**src/rtl/fms_pkg.sv**
```systemverilog
package fms_pkg;

    typedef enum logic [1:0] {
        OWN_CPU     = 2'd0,
        OWN_GAP_IN  = 2'd1,
        OWN_GFX     = 2'd2,
        OWN_GAP_OUT = 2'd3
    } owner_e;

endpackage

```
**src/rtl/fms_owner_ctrl.sv**
```systemverilog
module fms_owner_ctrl
    import fms_pkg::*;
(
    input  logic clk,
    input  logic rst_n,
    input  logic refresh_req,
    output logic cpu_path_en,
    output logic gfx_path_en
);

    typedef struct packed {
        owner_e owner;
    } ctrl_t;

    ctrl_t st_d, st_q;

    always_comb begin
        st_d = st_q;
        unique case (st_q.owner)
            OWN_CPU:     if (refresh_req)  st_d.owner = OWN_GAP_IN;
            OWN_GAP_IN:                    st_d.owner = OWN_GFX;
            OWN_GFX:     if (!refresh_req) st_d.owner = OWN_GAP_OUT;
            OWN_GAP_OUT:                   st_d.owner = OWN_CPU;
            default:                       st_d.owner = OWN_CPU;
        endcase
    end

    always_ff @(posedge clk) begin
        if (!rst_n) st_q <= '{owner: OWN_CPU};
        else        st_q <= st_d;
    end

    assign cpu_path_en = (st_q.owner == OWN_CPU);
    assign gfx_path_en = (st_q.owner == OWN_GFX);

    AST_NO_DIRECT_TO_GFX: assert property (@(posedge clk) disable iff (!rst_n)
        (st_q.owner == OWN_CPU) |=> (st_q.owner != OWN_GFX));
    AST_NO_DIRECT_TO_CPU: assert property (@(posedge clk) disable iff (!rst_n)
        (st_q.owner == OWN_GFX) |=> (st_q.owner != OWN_CPU));

endmodule

```
**src/rtl/fms_byte_pacer.sv**
```systemverilog
module fms_byte_pacer #(
    parameter int DIV = 250
) (
    input  logic clk,
    input  logic rst_n,
    input  logic run,
    output logic tick
);

    generate
        if (DIV > 1) begin : g_count
            localparam int CW = $clog2(DIV);
            localparam logic [CW-1:0] TOP = CW'(DIV - 1);

            typedef struct packed {
                logic [CW-1:0] cnt;
            } pace_t;

            pace_t pc_d, pc_q;

            always_comb begin
                pc_d = pc_q;
                if (!run)               pc_d.cnt = '0;
                else if (pc_q.cnt == TOP) pc_d.cnt = '0;
                else                    pc_d.cnt = pc_q.cnt + 1'b1;
            end

            always_ff @(posedge clk) begin
                if (!rst_n) pc_q <= '0;
                else        pc_q <= pc_d;
            end

            assign tick = run && (pc_q.cnt == '0);

            AST_TICK_SPACED: assert property (@(posedge clk) disable iff (!rst_n)
                tick |=> !tick);
        end else begin : g_every
            assign tick = run;
        end
    endgenerate

endmodule

```
**src/rtl/fms_scan_addr.sv**
```systemverilog
module fms_scan_addr #(
    parameter int DEPTH  = 32768,
    parameter int ADDR_W = 15
) (
    input  logic              clk,
    input  logic              rst_n,
    input  logic              adv,
    output logic [ADDR_W-1:0] addr,
    output logic              last
);

    localparam logic [ADDR_W-1:0] LAST_A = ADDR_W'(DEPTH - 1);

    typedef struct packed {
        logic [ADDR_W-1:0] addr;
    } scan_t;

    scan_t sc_d, sc_q;

    assign last = (sc_q.addr == LAST_A);
    assign addr = sc_q.addr;

    always_comb begin
        sc_d = sc_q;
        if (adv) begin
            if (last) sc_d.addr = '0;
            else      sc_d.addr = sc_q.addr + 1'b1;
        end
    end

    always_ff @(posedge clk) begin
        if (!rst_n) sc_q <= '0;
        else        sc_q <= sc_d;
    end

    AST_SCAN_STEP: assert property (@(posedge clk) disable iff (!rst_n)
        (adv && !last) |=> (addr == $past(addr) + ADDR_W'(1)));
    AST_SCAN_WRAP: assert property (@(posedge clk) disable iff (!rst_n)
        (adv && last) |=> (addr == '0));
    AST_SCAN_HOLD: assert property (@(posedge clk) disable iff (!rst_n)
        !adv |=> $stable(addr));

endmodule

```
**src/rtl/frame_mem_switch.sv**
```systemverilog
module frame_mem_switch #(
    parameter int CLK_PERIOD_NS  = 8,
    parameter int BYTE_PERIOD_NS = 2000,
    parameter int IMG_DIM        = 128,
    parameter int NUM_IMG        = 2,
    parameter int DATA_W         = 8,
    parameter int PIX_BITS       = 6,
    parameter int ADDR_W         = $clog2(NUM_IMG * IMG_DIM * IMG_DIM)
) (
    input  logic                clk,
    input  logic                rst_n,
    input  logic                refresh_req,
    input  logic                cpu_req,
    input  logic                cpu_we,
    input  logic [ADDR_W-1:0]   cpu_addr,
    input  logic [DATA_W-1:0]   cpu_wdata,
    output logic [DATA_W-1:0]   cpu_rdata,
    output logic                cpu_ready,
    output logic                cpu_path_en,
    output logic                gfx_path_en,
    output logic                mem_en,
    output logic                mem_we,
    output logic [ADDR_W-1:0]   mem_addr,
    output logic [DATA_W-1:0]   mem_wdata,
    input  logic [DATA_W-1:0]   mem_rdata,
    output logic [PIX_BITS-1:0] pix_data,
    output logic                pix_strobe,
    output logic                frame_done
);

    localparam int DIV   = BYTE_PERIOD_NS / CLK_PERIOD_NS;
    localparam int DEPTH = NUM_IMG * IMG_DIM * IMG_DIM;

    logic              tick;
    logic [ADDR_W-1:0] scan_addr;
    logic              scan_last;

    fms_owner_ctrl u_ctrl (
        .clk         (clk),
        .rst_n       (rst_n),
        .refresh_req (refresh_req),
        .cpu_path_en (cpu_path_en),
        .gfx_path_en (gfx_path_en)
    );

    fms_byte_pacer #(.DIV(DIV)) u_pacer (
        .clk   (clk),
        .rst_n (rst_n),
        .run   (gfx_path_en),
        .tick  (tick)
    );

    fms_scan_addr #(.DEPTH(DEPTH), .ADDR_W(ADDR_W)) u_scan (
        .clk   (clk),
        .rst_n (rst_n),
        .adv   (tick),
        .addr  (scan_addr),
        .last  (scan_last)
    );

    // Switch paths: only the open path reaches the store.
    always_comb begin
        mem_en    = 1'b0;
        mem_we    = 1'b0;
        mem_addr  = '0;
        mem_wdata = '0;
        if (cpu_path_en) begin
            mem_en    = cpu_req;
            mem_we    = cpu_req && cpu_we;
            mem_addr  = cpu_addr;
            mem_wdata = cpu_wdata;
        end else if (gfx_path_en) begin
            mem_en    = tick;
            mem_addr  = scan_addr;
        end
    end

    assign cpu_ready = cpu_path_en;
    assign cpu_rdata = mem_rdata;

    // Pixel pipeline: read issued, data back one clock later, registered out.
    typedef struct packed {
        logic                rd_pend;
        logic                rd_last;
        logic [PIX_BITS-1:0] pix;
        logic                strobe;
        logic                done;
    } pipe_t;

    pipe_t pp_d, pp_q;

    always_comb begin
        pp_d         = pp_q;
        pp_d.rd_pend = tick;
        pp_d.rd_last = tick && scan_last;
        pp_d.strobe  = pp_q.rd_pend;
        pp_d.done    = pp_q.rd_last;
        if (pp_q.rd_pend) pp_d.pix = mem_rdata[PIX_BITS-1:0];
    end

    always_ff @(posedge clk) begin
        if (!rst_n) pp_q <= '0;
        else        pp_q <= pp_d;
    end

    assign pix_data   = pp_q.pix;
    assign pix_strobe = pp_q.strobe;
    assign frame_done = pp_q.done;

    AST_PATHS_EXCLUSIVE: assert property (@(posedge clk) disable iff (!rst_n)
        !(cpu_path_en && gfx_path_en));
    AST_BUS_QUIET_GAP: assert property (@(posedge clk) disable iff (!rst_n)
        (!cpu_path_en && !gfx_path_en) |-> (!mem_en && !mem_we));
    AST_STALL_NO_WRITE: assert property (@(posedge clk) disable iff (!rst_n)
        (cpu_req && !cpu_ready) |-> !mem_we);
    AST_DONE_WITH_STROBE: assert property (@(posedge clk) disable iff (!rst_n)
        frame_done |-> pix_strobe);
    AST_STROBE_LATENCY: assert property (@(posedge clk) disable iff (!rst_n)
        pix_strobe |-> $past(gfx_path_en && mem_en && !mem_we, 2));

endmodule

```
**config.mk**
```make
export PLATFORM = sky130hd
export DESIGN_NAME = frame_mem_switch
export DESIGN_NICKNAME = d
export VERILOG_FILES = /design/src/rtl/fms_pkg.sv /design/src/rtl/fms_owner_ctrl.sv /design/src/rtl/fms_byte_pacer.sv /design/src/rtl/fms_scan_addr.sv /design/src/rtl/frame_mem_switch.sv
export SDC_FILE = /design/constraint.sdc
export NUM_CORES = 1
export LEC_CHECK = 0
export ABC_CLOCK_PERIOD_IN_PS = 3800
export BUFFER_PORTS_ARGS = -buffer_cell sky130_fd_sc_hd__buf_2
export CAP_MARGIN = 10
export CORE_UTILIZATION = 50
export DETAILED_ROUTE_END_ITERATION = 7
export PLACE_DENSITY_LB_ADDON = 0.08
export SYNTH_ARGS = -nofsm -noshare
export SYNTH_HDL_FRONTEND = slang
export SYNTH_HIERARCHICAL = 1
export SYNTH_SLANG_ARGS = --single-unit
```
**constraint.sdc**
```tcl
create_clock -name clk -period 3.8 [get_ports clk]
set_clock_uncertainty 0.05 [all_clocks]
set_input_delay 0.76 -clock clk [delete_from_list [all_inputs] [get_ports clk]]
set_output_delay 0.76 -clock clk [all_outputs]
set_load 0.02 [all_outputs]
```
==> results.py, run 1 <==
metrics = {
    "route": {
        "ant_nets": 0,
        "first_iter_violations": 40,
        "viasPerCell": 5.17,
        "drc_errors": 0,
        "drt_wl_total_um": 4000,
        "post_drt_wl_per_cell_um": 12.3,
        "firstDrtPassIters": 4,
        "num_vias": 1686,
    },
    "placement": {
        "io_buffers": 75,
        "place_hpwl_um": 2920,
        "gp_congestion": 0.796,
    },
    "cts": {
        "clkLatencyLatePin_ns": 0.28,
        "ctsHoldBuffers": 0,
        "post_cts_buffers": 0,
        "h-tree-depth": 2,
        "clockBufferDepth": 2,
        "cts_tree": "done",
        "clk_pin_slew_ns": 0.07,
        "clock_sinks": 35,
        "cts_buffers": 5,
        "cts.root.buffer_cell": "clkbuf_8",
        "cts_resized": 0,
    },
    "floorplan": {
        "initial_core_util_pct": 52.8,
        "die_area_um2": 4180,
        "core-area_um2": 3720,
        "rows": 22,
        "die_y_um": 64.6,
        "die_w_um": 64.6,
        "ios": 80,
    },
    "pwr": {
        "p_leak_nw": 1.04,
        "p_per_area_nw_per_um2": 583,
        "total_power_mw": 1.38,
        "peakVddDrop_v": 0.000304,
    },
    "global_routing": {
        "grt_pass1_wl_um": 6640,
        "track_usage_pct": 20.7,
        "antenna_found_initial": 0,
        "grt_pass1_vias": 1466,
        "grt_start_max_net_pins": 29,
        "overflow": 0,
    },
    "synth": {
        "avgSynthCellArea_um2": 9.29,
        "ys_top_cells_by_area": "dfxtp_1, a22o_1, ha_1, mux2i_1, and2_1",
        "synth-simple-area-share_pct": 24.6,
        "synthXorXnorAreaFrac_pct": 6.25,
        "synth_top_family_by_area": "simple AND/OR/NAND/NOR gates",
        "synth_seq_area_share_pct": 35.7,
        "yosys.area.top_type": "dfxtp_1",
        "synth_top_area_share_pct": 35.7,
        "synth.most_common_cell": "dfxtp_1",
        "ys_warn_count": 6,
        "synth-compound-area-share_pct": 14.2,
        "synthFlopType": "dfxtp_1",
        "synth_area_um2": 1960,
        "async_flop_share_pct": 0,
        "synthAdderAreaFrac_pct": 5.11,
        "synth_common_cells": "dfxtp_1, a22o_1, nor2_1, and2_1, nand2_1",
        "syn_nets": 255,
        "netlist_instances": 211,
        "synth.ff_latch_count": 35,
        "synth.distinct_cells": 38,
        "synth.area.mux_share_pct": 5.30,
        "synth_edf_count": 0,
    },
    "worst_setup_path": {
        "path_cells": "or4_1 -> nor4_2 -> buf_4 -> a22o_1 -> buf_2",
        "arrival_ns": 1.89,
        "worst_ep_required_time_ns": 2.99,
        "worstSetupPathType": "reg -> out",
        "cpPeakStageDelay_ns": 0.52,
        "end_kind": "output pin",
        "cp-startpoint": "u_pacer/g_count.pc_q[2]$_SDFF_PP0_",
        "r2r_start": "u_pacer/g_count.pc_q[2]$_SDFF_PP0_",
        "start_kind": "flip-flop",
        "crit_fanout": 11,
        "critPathSlowestCell": "or4_1",
    },
    "min_path": {
        "hold_class": "reg -> reg",
        "min_from": "pp_d[0]$_SDFF_PN0_",
    },
    "final_layout": {
        "n_antenna_cell": 0,
        "finalNetCount": 321,
        "drive_gt1_share_pct": 33.5,
        "area_delta_synth_final_pct": 20.8,
    },
    "sta": {
        "setup_tns_ns": 0,
        "final-setup-viol-count": 0,
        "fmax_mhz": 370,
        "grt_setup_unrepaired": "false",
        "fin_crit_ns": 2.70,
        "fin_crit_sh_pct": 71.2,
        "relSlewSlack_pct": 49.7,
        "worstMarginPinSlew_ns": 0.752,
        "finalMaxSlewViolations": 0,
        "finalHoldViolations": 0,
    },
    "status": {
        "outcome": "completed",
    },
    "flow_run": {
        "maxCapViolations": 0,
    },
}
stage by stage:
step / setup slack [ns] / hold slack [ns] / util (%) / instance area [µm²] / cells
2_1_floorplan: 1.57 / 0.362 / - / 1960 / 211
3_3_place_gp: 1.47 / 0.365 / 61.0 / 2270 / 318
3_5_place_dp: 1.41 / 0.378 / 61.0 / 2270 / 318
4_1_cts: 1.10 / 0.396 / 63.7 / 2370 / 326
5_1_grt: 1.02 / 0.423 / 63.7 / 2370 / 326
6_report: 1.10 / 0.393 / 63.7 / 2370 / 326
state kept, by name (all words and copies together) (netlist names):
register and flops:
pp_d 2, pix_strobe 1, u_pacer/g_count.pc_q 8, u_scan/addr 15
u_ctrl/st_q 2, frame_done 1, pix_data 6
cell type report:
class                   count  area (µm²)
fillers                   334        1350
multi-input cells         150        1090
flip-flops and latches     35         701
repair buffers             77         390
clock buffers               8         100
well taps                  48        60.1
inverters                   8        30.0
worst max-delay path: cells and delay by family (launching register included):
kind | cells | cell delay (ns)
and+or+nand+nor | 2 | 0.68
AOI/OAI and AO/OA | 1 | 0.14
buffers and inverters | 2 | 0.38
DFF | 1 | 0.42
per-layer routing:
metal / vias to the layer above / part of all wire, % / wire length (µm) / track usage, %
met3: 4 / 6.1 / 245 / 3.87
met5: - / 0 / 0 / 0
met2: 64 / 48 / 1930 / 35.7
li1: 861 / - / - / -
met1: 757 / 45 / 1800 / 25.0
met4: 0 / 0.70 / 28 / 8.61
logic make-up after synthesis:
family                   Yosys count
flip-flops                        35
AO/OA/AOI/OAI                     35
buffers and inverters             26
AND/OR/NAND/NOR                   83
multiplexers                      10
XOR/XNOR                          14
adder cells (fa/ha/maj)            8
report_power, final:
part | leakage, nW | internal, mW | switching, mW | total, mW
sequential | 0.283 | 0.397 | 0.0319 | 0.429
combinational | 0.701 | 0.261 | 0.401 | 0.662
clock | 0.0515 | 0.165 | 0.126 | 0.291
total | 1.04 | 0.823 | 0.559 | 1.38
placed cells by master, fill, tap and decap left out, drive strengths merged, types with 2 or more instances in the layout:
cell type and n:
mux2i 10, clkbuf 8, nor4 7, a21oi 6
nand2b 2, xor2 6, and3 2, inv 8
a22o 16, or3 2, nor2 15, nand4 6
dfxtp 35, ha 8, nand3 7, nand2 13
and2 13, buf 77, nor2b 9, nor3 4
o21ai 8, xnor2 8
path summary, 6_finish.rpt:
kind	cells past startpoint	slack, ns	end
worst max-delay path	5	1.10	mem_en
worst min-delay path	1	0.39	frame_done$_SDFF_PN0_
worst max register to register	6	1.41	u_scan/addr[3]$_SDFFE_PN0P_
worst min register to register	1	0.39	frame_done$_SDFF_PN0_
Power figures use the tool's default switching activity.
==> inputs of run 2 (changes only) <==
ABC_CLOCK_PERIOD_IN_PS = 2800   (was 3800)
CORE_UTILIZATION = 48   (was 50)
clock period = 2.8 ns   (was 3.8 ns; I/O delays follow)
==> results.py, run 2 (synthesized netlist as in run 1, its figures left out) <==
metrics = {
    "route": {
        "viasPerCell": 5.08,
        "drc_errors": 0,
        "firstDrtPassIters": 4,
        "first_iter_violations": 72,
        "ant_nets": 0,
        "num_vias": 1667,
        "drt_wl_total_um": 3920,
        "post_drt_wl_per_cell_um": 12.0,
    },
    "worst_setup_path": {
        "start_kind": "flip-flop",
        "crit_fanout": 11,
        "crit_path_end": "mem_en",
        "path_cells": "or4_1 -> nor4_2 -> buf_4 -> a22o_1 -> buf_2",
        "critPathSlowestCell": "or4_1",
        "cp-startpoint": "u_pacer/g_count.pc_q[2]$_SDFF_PP0_",
        "worstSetupPathType": "reg -> out",
        "worst_ep_required_time_ns": 2.19,
        "rr_endpoint": "u_scan/addr[9]$_SDFFE_PN0P_",
        "arrival_ns": 1.85,
        "cpPeakStageDelay_ns": 0.51,
        "end_kind": "output pin",
        "reg2regPathDepth": 7,
        "rrSetupSlack_ns": 0.57,
        "r2r_start": "u_pacer/g_count.pc_q[2]$_SDFF_PP0_",
    },
    "status": {
        "outcome": "completed",
    },
    "cts": {
        "clk_pin_slew_ns": 0.07,
        "cts.root.buffer_cell": "clkbuf_8",
        "cts_tree": "done",
        "ctsHoldBuffers": 0,
        "h-tree-depth": 2,
        "clock_sinks": 35,
        "clockBufferDepth": 2,
        "post_cts_buffers": 0,
        "cts_resized": 0,
        "clkLatencyLatePin_ns": 0.28,
        "cts_buffers": 5,
    },
    "sta": {
        "setup_tns_ns": 0,
        "fin_crit_sh_pct": 87.7,
        "fin_ws_ns": 0.344,
        "worstMarginPinSlew_ns": 0.446,
        "final-setup-viol-count": 0,
        "fmax_mhz": 407,
        "finalMaxSlewViolations": 0,
        "finalHoldViolations": 0,
        "relSlewSlack_pct": 70.2,
        "grt_setup_unrepaired": "false",
        "whs_ns": 0.403,
        "fin_crit_ns": 2.46,
    },
    "final_layout": {
        "area_delta_synth_final_pct": 23.4,
        "post-route-util_pct": 63.7,
        "finalNetCount": 323,
        "final_common_cell": "buf_2",
        "drive_gt1_share_pct": 34.3,
        "layout_common_cells": "buf_2, dfxtp_1, a22o_1, nor2_1",
        "n_antenna_cell": 0,
        "largest_reg_flops": 15,
    },
    "floorplan": {
        "initial_core_util_pct": 51.6,
        "ios": 80,
        "die_y_um": 65.9,
        "die_area_um2": 4340,
        "die_w_um": 65.9,
        "core-area_um2": 3800,
        "rows": 22,
    },
    "global_routing": {
        "grt_start_max_net_pins": 29,
        "antenna_found_initial": 0,
        "overflow": 0,
        "grt_pass1_vias": 1447,
        "grt_pass1_wl_um": 6410,
        "track_usage_pct": 19.4,
    },
    "placement": {
        "gp_congestion": 0.751,
        "pre_cts_ws_ns": 0.603,
        "io_buffers": 75,
        "place_hpwl_um": 2840,
    },
    "min_path": {
        "hold_depth": 1,
        "hold_class": "reg -> reg",
    },
    "pwr": {
        "p_leak_nw": 1.06,
        "peakVddDrop_v": 0.000375,
        "total_power_mw": 2.02,
        "p_per_area_nw_per_um2": 833,
    },
    "flow_run": {
        "maxCapViolations": 0,
    },
}
## run 2: changes by cell type in the layout (fill, tap and decap cells not counted)
cell        change
buf_4           +2
clkinvlp_4      +1
clkbuf_1        -1
clkbuf_8        -2
bufinv_16       +2
## run 2: worst min-delay path by stage
stage,slack [ns],startpoint,end
floorplan,0.36,pp_d[0]$_SDFF_PN0_,frame_done$_SDFF_PN0_
global placement,0.37,pp_d[0]$_SDFF_PN0_,frame_done$_SDFF_PN0_
detailed placement,0.37,pp_d[0]$_SDFF_PN0_,frame_done$_SDFF_PN0_
CTS,0.40,pp_d[0]$_SDFF_PN0_,frame_done$_SDFF_PN0_
global route,0.41,pp_d[0]$_SDFF_PN0_,frame_done$_SDFF_PN0_
finish,0.40,pp_d[0]$_SDFF_PN0_,frame_done$_SDFF_PN0_
## run 2: layout make-up
class | instances | area [µm²]
Clock buffer | 5 | 68.8
Inverter | 8 | 30.0
Timing Repair Buffer | 79 | 405
Clock inverter | 3 | 67.6
Tap cell | 48 | 60.1
Multi-Input combinational cell | 150 | 1090
Sequential cell | 35 | 701
Fill cell | 316 | 1380
## run 2: report_power, final
part / internal, mW / switching, mW
Sequential: 0.538 / 0.0415
Combinational: 0.355 / 0.543
Clock: 0.355 / 0.183
Total: 1.25 / 0.767
## run 2: through the flow
step / instances / area, µm²
after floorplan: 211 / 1960
after global placement: 320 / 2280
after detailed placement: 320 / 2280
after CTS: 328 / 2420
after global routing: 328 / 2420
final: 328 / 2420
## run 2: critical path, delay by kind of cell, from the launching register on
kind / cells / cell delay [ns]
buf+inv: 2 / 0.37
flops: 1 / 0.41
simple gates: 2 / 0.65
compound gates: 1 / 0.13
## run 2: per-layer routing
| layer | track usage [%] | wire length [µm] | vias up |
|---|---|---|---|
| met5 | 0 | 0 | - |
| met4 | 7.34 | 34 | 0 |
| met3 | 4.48 | 256 | 5 |
| met2 | 30.5 | 1710 | 69 |
| met1 | 25.6 | 1920 | 728 |
| li1 | - | - | 865 |
==> inputs of run 3 (changes only) <==
CELL_PAD_IN_SITES_DETAIL_PLACEMENT = 1   (was not set)
CELL_PAD_IN_SITES_GLOBAL_PLACEMENT = 1   (was not set)
CORE_UTILIZATION = 35   (was 48)
SETUP_SLACK_MARGIN = 0.5   (was not set)
==> results.py, run 3 (synthesized netlist as in run 1, its figures left out) <==
metrics = {
    "status": {
        "outcome": "completed",
    },
    "pwr": {
        "p_leak_nw": 1.09,
        "p_per_area_nw_per_um2": 796,
        "total_power_mw": 2.02,
        "peakVddDrop_v": 0.000347,
    },
    "global_routing": {
        "grt_start_max_net_pins": 29,
        "track_usage_pct": 17.2,
        "grt_pass1_wl_um": 8180,
        "grt_pass1_vias": 1739,
        "overflow": 0,
        "antenna_found_initial": 0,
    },
    "cts": {
        "clock_sinks": 35,
        "cts_tree": "done",
        "clockBufferDepth": 2,
        "clkLatencyLatePin_ns": 0.29,
        "h-tree-depth": 2,
        "ctsHoldBuffers": 0,
        "clk_pin_slew_ns": 0.08,
        "cts.root.buffer_cell": "clkbuf_8",
        "cts_buffers": 5,
    },
    "floorplan": {
        "die_y_um": 76.8,
        "rows": 26,
        "core-area_um2": 5240,
        "initial_core_util_pct": 37.4,
        "die_w_um": 76.8,
        "die_area_um2": 5910,
        "ios": 80,
    },
    "route": {
        "post_drt_wl_per_cell_um": 13.7,
        "drc_errors": 0,
        "viasPerCell": 5.02,
        "first_iter_violations": 42,
        "drt_wl_total_um": 4860,
        "ant_nets": 0,
        "num_vias": 1781,
        "firstDrtPassIters": 4,
    },
    "sta": {
        "final-setup-viol-count": 0,
        "worstMarginPinSlew_ns": 0.401,
        "finalHoldViolations": 0,
        "finalMaxSlewViolations": 0,
        "grt_setup_unrepaired": "true",
        "fin_crit_ns": 2.34,
        "fin_crit_sh_pct": 83.4,
        "setup_tns_ns": 0,
        "fmax_mhz": 428,
        "relSlewSlack_pct": 73.2,
    },
    "final_layout": {
        "finalNetCount": 328,
        "largest_reg_flops": 15,
        "fill_cells": 658,
        "final_common_cell": "buf_2",
        "n_antenna_cell": 0,
        "layout_common_cells": "buf_2, dfxtp_1, a22o_1, nor2_1",
        "drive_gt1_share_pct": 40.0,
        "area_delta_synth_final_pct": 29.6,
    },
    "worst_setup_path": {
        "cp-startpoint": "u_pacer/g_count.pc_q[6]$_SDFF_PP0_",
        "worstSetupPathType": "reg -> out",
        "worst_ep_required_time_ns": 2.19,
        "r2r_start": "u_pacer/g_count.pc_q[6]$_SDFF_PP0_",
        "arrival_ns": 1.73,
        "start_kind": "flip-flop",
        "crit_fanout": 5,
        "end_kind": "output pin",
    },
    "min_path": {
        "hold_class": "reg -> reg",
        "min_from": "pp_d[0]$_SDFF_PN0_",
    },
    "placement": {
        "place_hpwl_um": 3470,
        "io_buffers": 75,
        "gp_congestion": 0.718,
    },
    "flow_run": {
        "maxCapViolations": 0,
    },
}
[run 3: cell types whose count changed in the layout (fill, tap and decap cells not counted), sizes merged]
cell / before / now
clkinvlp: 1 / 0
buf: 79 / 84
bufinv: 2 / 1
clkinv: 0 / 2
[run 3: worst paths after layout]
check	slack, ns	cells past startpoint	endpoint
hold reg to reg	0.40	1	frame_done$_SDFF_PN0_
hold / removal	0.40	1	frame_done$_SDFF_PN0_
setup / recovery	0.46	5	mem_en
setup reg to reg	0.61	8	u_scan/addr[14]$_SDFFE_PN0P_
[run 3: repair_timing]
item / 4_1_cts / 5_1_grt
resized for setup: 2 / 16
buffers inserted: 2 / 3
endpoints found under the setup margin: 16 / 35
pin swaps: 0 / 0
[run 3: critical path: stages, from the launching register on]
cell	delay [ns]
dfxtp_2	0.35
or4_1	0.53
nor4_2	0.15
buf_4	0.16
a22o_1	0.12
buf_4	0.13
[run 3: layout make-up]
cell class	count	area [µm²]	share of cell area [%]
Tap cell	70	87.6	3.45
Timing Repair Buffer	84	465	18.3
Clock buffer	5	68.8	2.71
Inverter	8	30.0	1.18
Multi-Input combinational cell	150	1140	44.8
Clock inverter	3	43.8	1.72
Sequential cell	35	708	27.9
[run 3: power by group]
group,total [mW],switching (mW),leakage (nW),internal (mW)
clock network,0.464,0.199,0.0581,0.265
logic,0.970,0.565,0.743,0.405
registers,0.588,0.0490,0.285,0.539
[run 3: layer usage]
layer | GRT usage, % | vias to the layer above | share of wire (%) | wire (µm)
li1 | - | 875 | - | -
met1 | 20.5 | 842 | 45 | 2190
met2 | 29.5 | 57 | 47 | 2280
met3 | 5.00 | 7 | 6.8 | 328
met4 | 5.77 | 0 | 1.2 | 59
met5 | 0 | - | 0 | 0
[run 3: stage by stage]
| step | worst slack [ns] | cell area, µm² | hold WS, ns | util, % | std cells |
|---|---|---|---|---|---|
| 6_report | 0.464 | 2540 | 0.403 | 48.5 | 355 |
| 5_1_grt | 0.408 | 2540 | 0.436 | 48.5 | 355 |
| 3_3_place_gp | 0.650 | 2310 | 0.375 | 44.1 | 342 |
| 3_5_place_dp | 0.638 | 2310 | 0.382 | 44.1 | 342 |
| 2_1_floorplan | 0.641 | 1960 | 0.362 | - | 211 |
| 4_1_cts | 0.436 | 2450 | 0.405 | 46.9 | 352 |
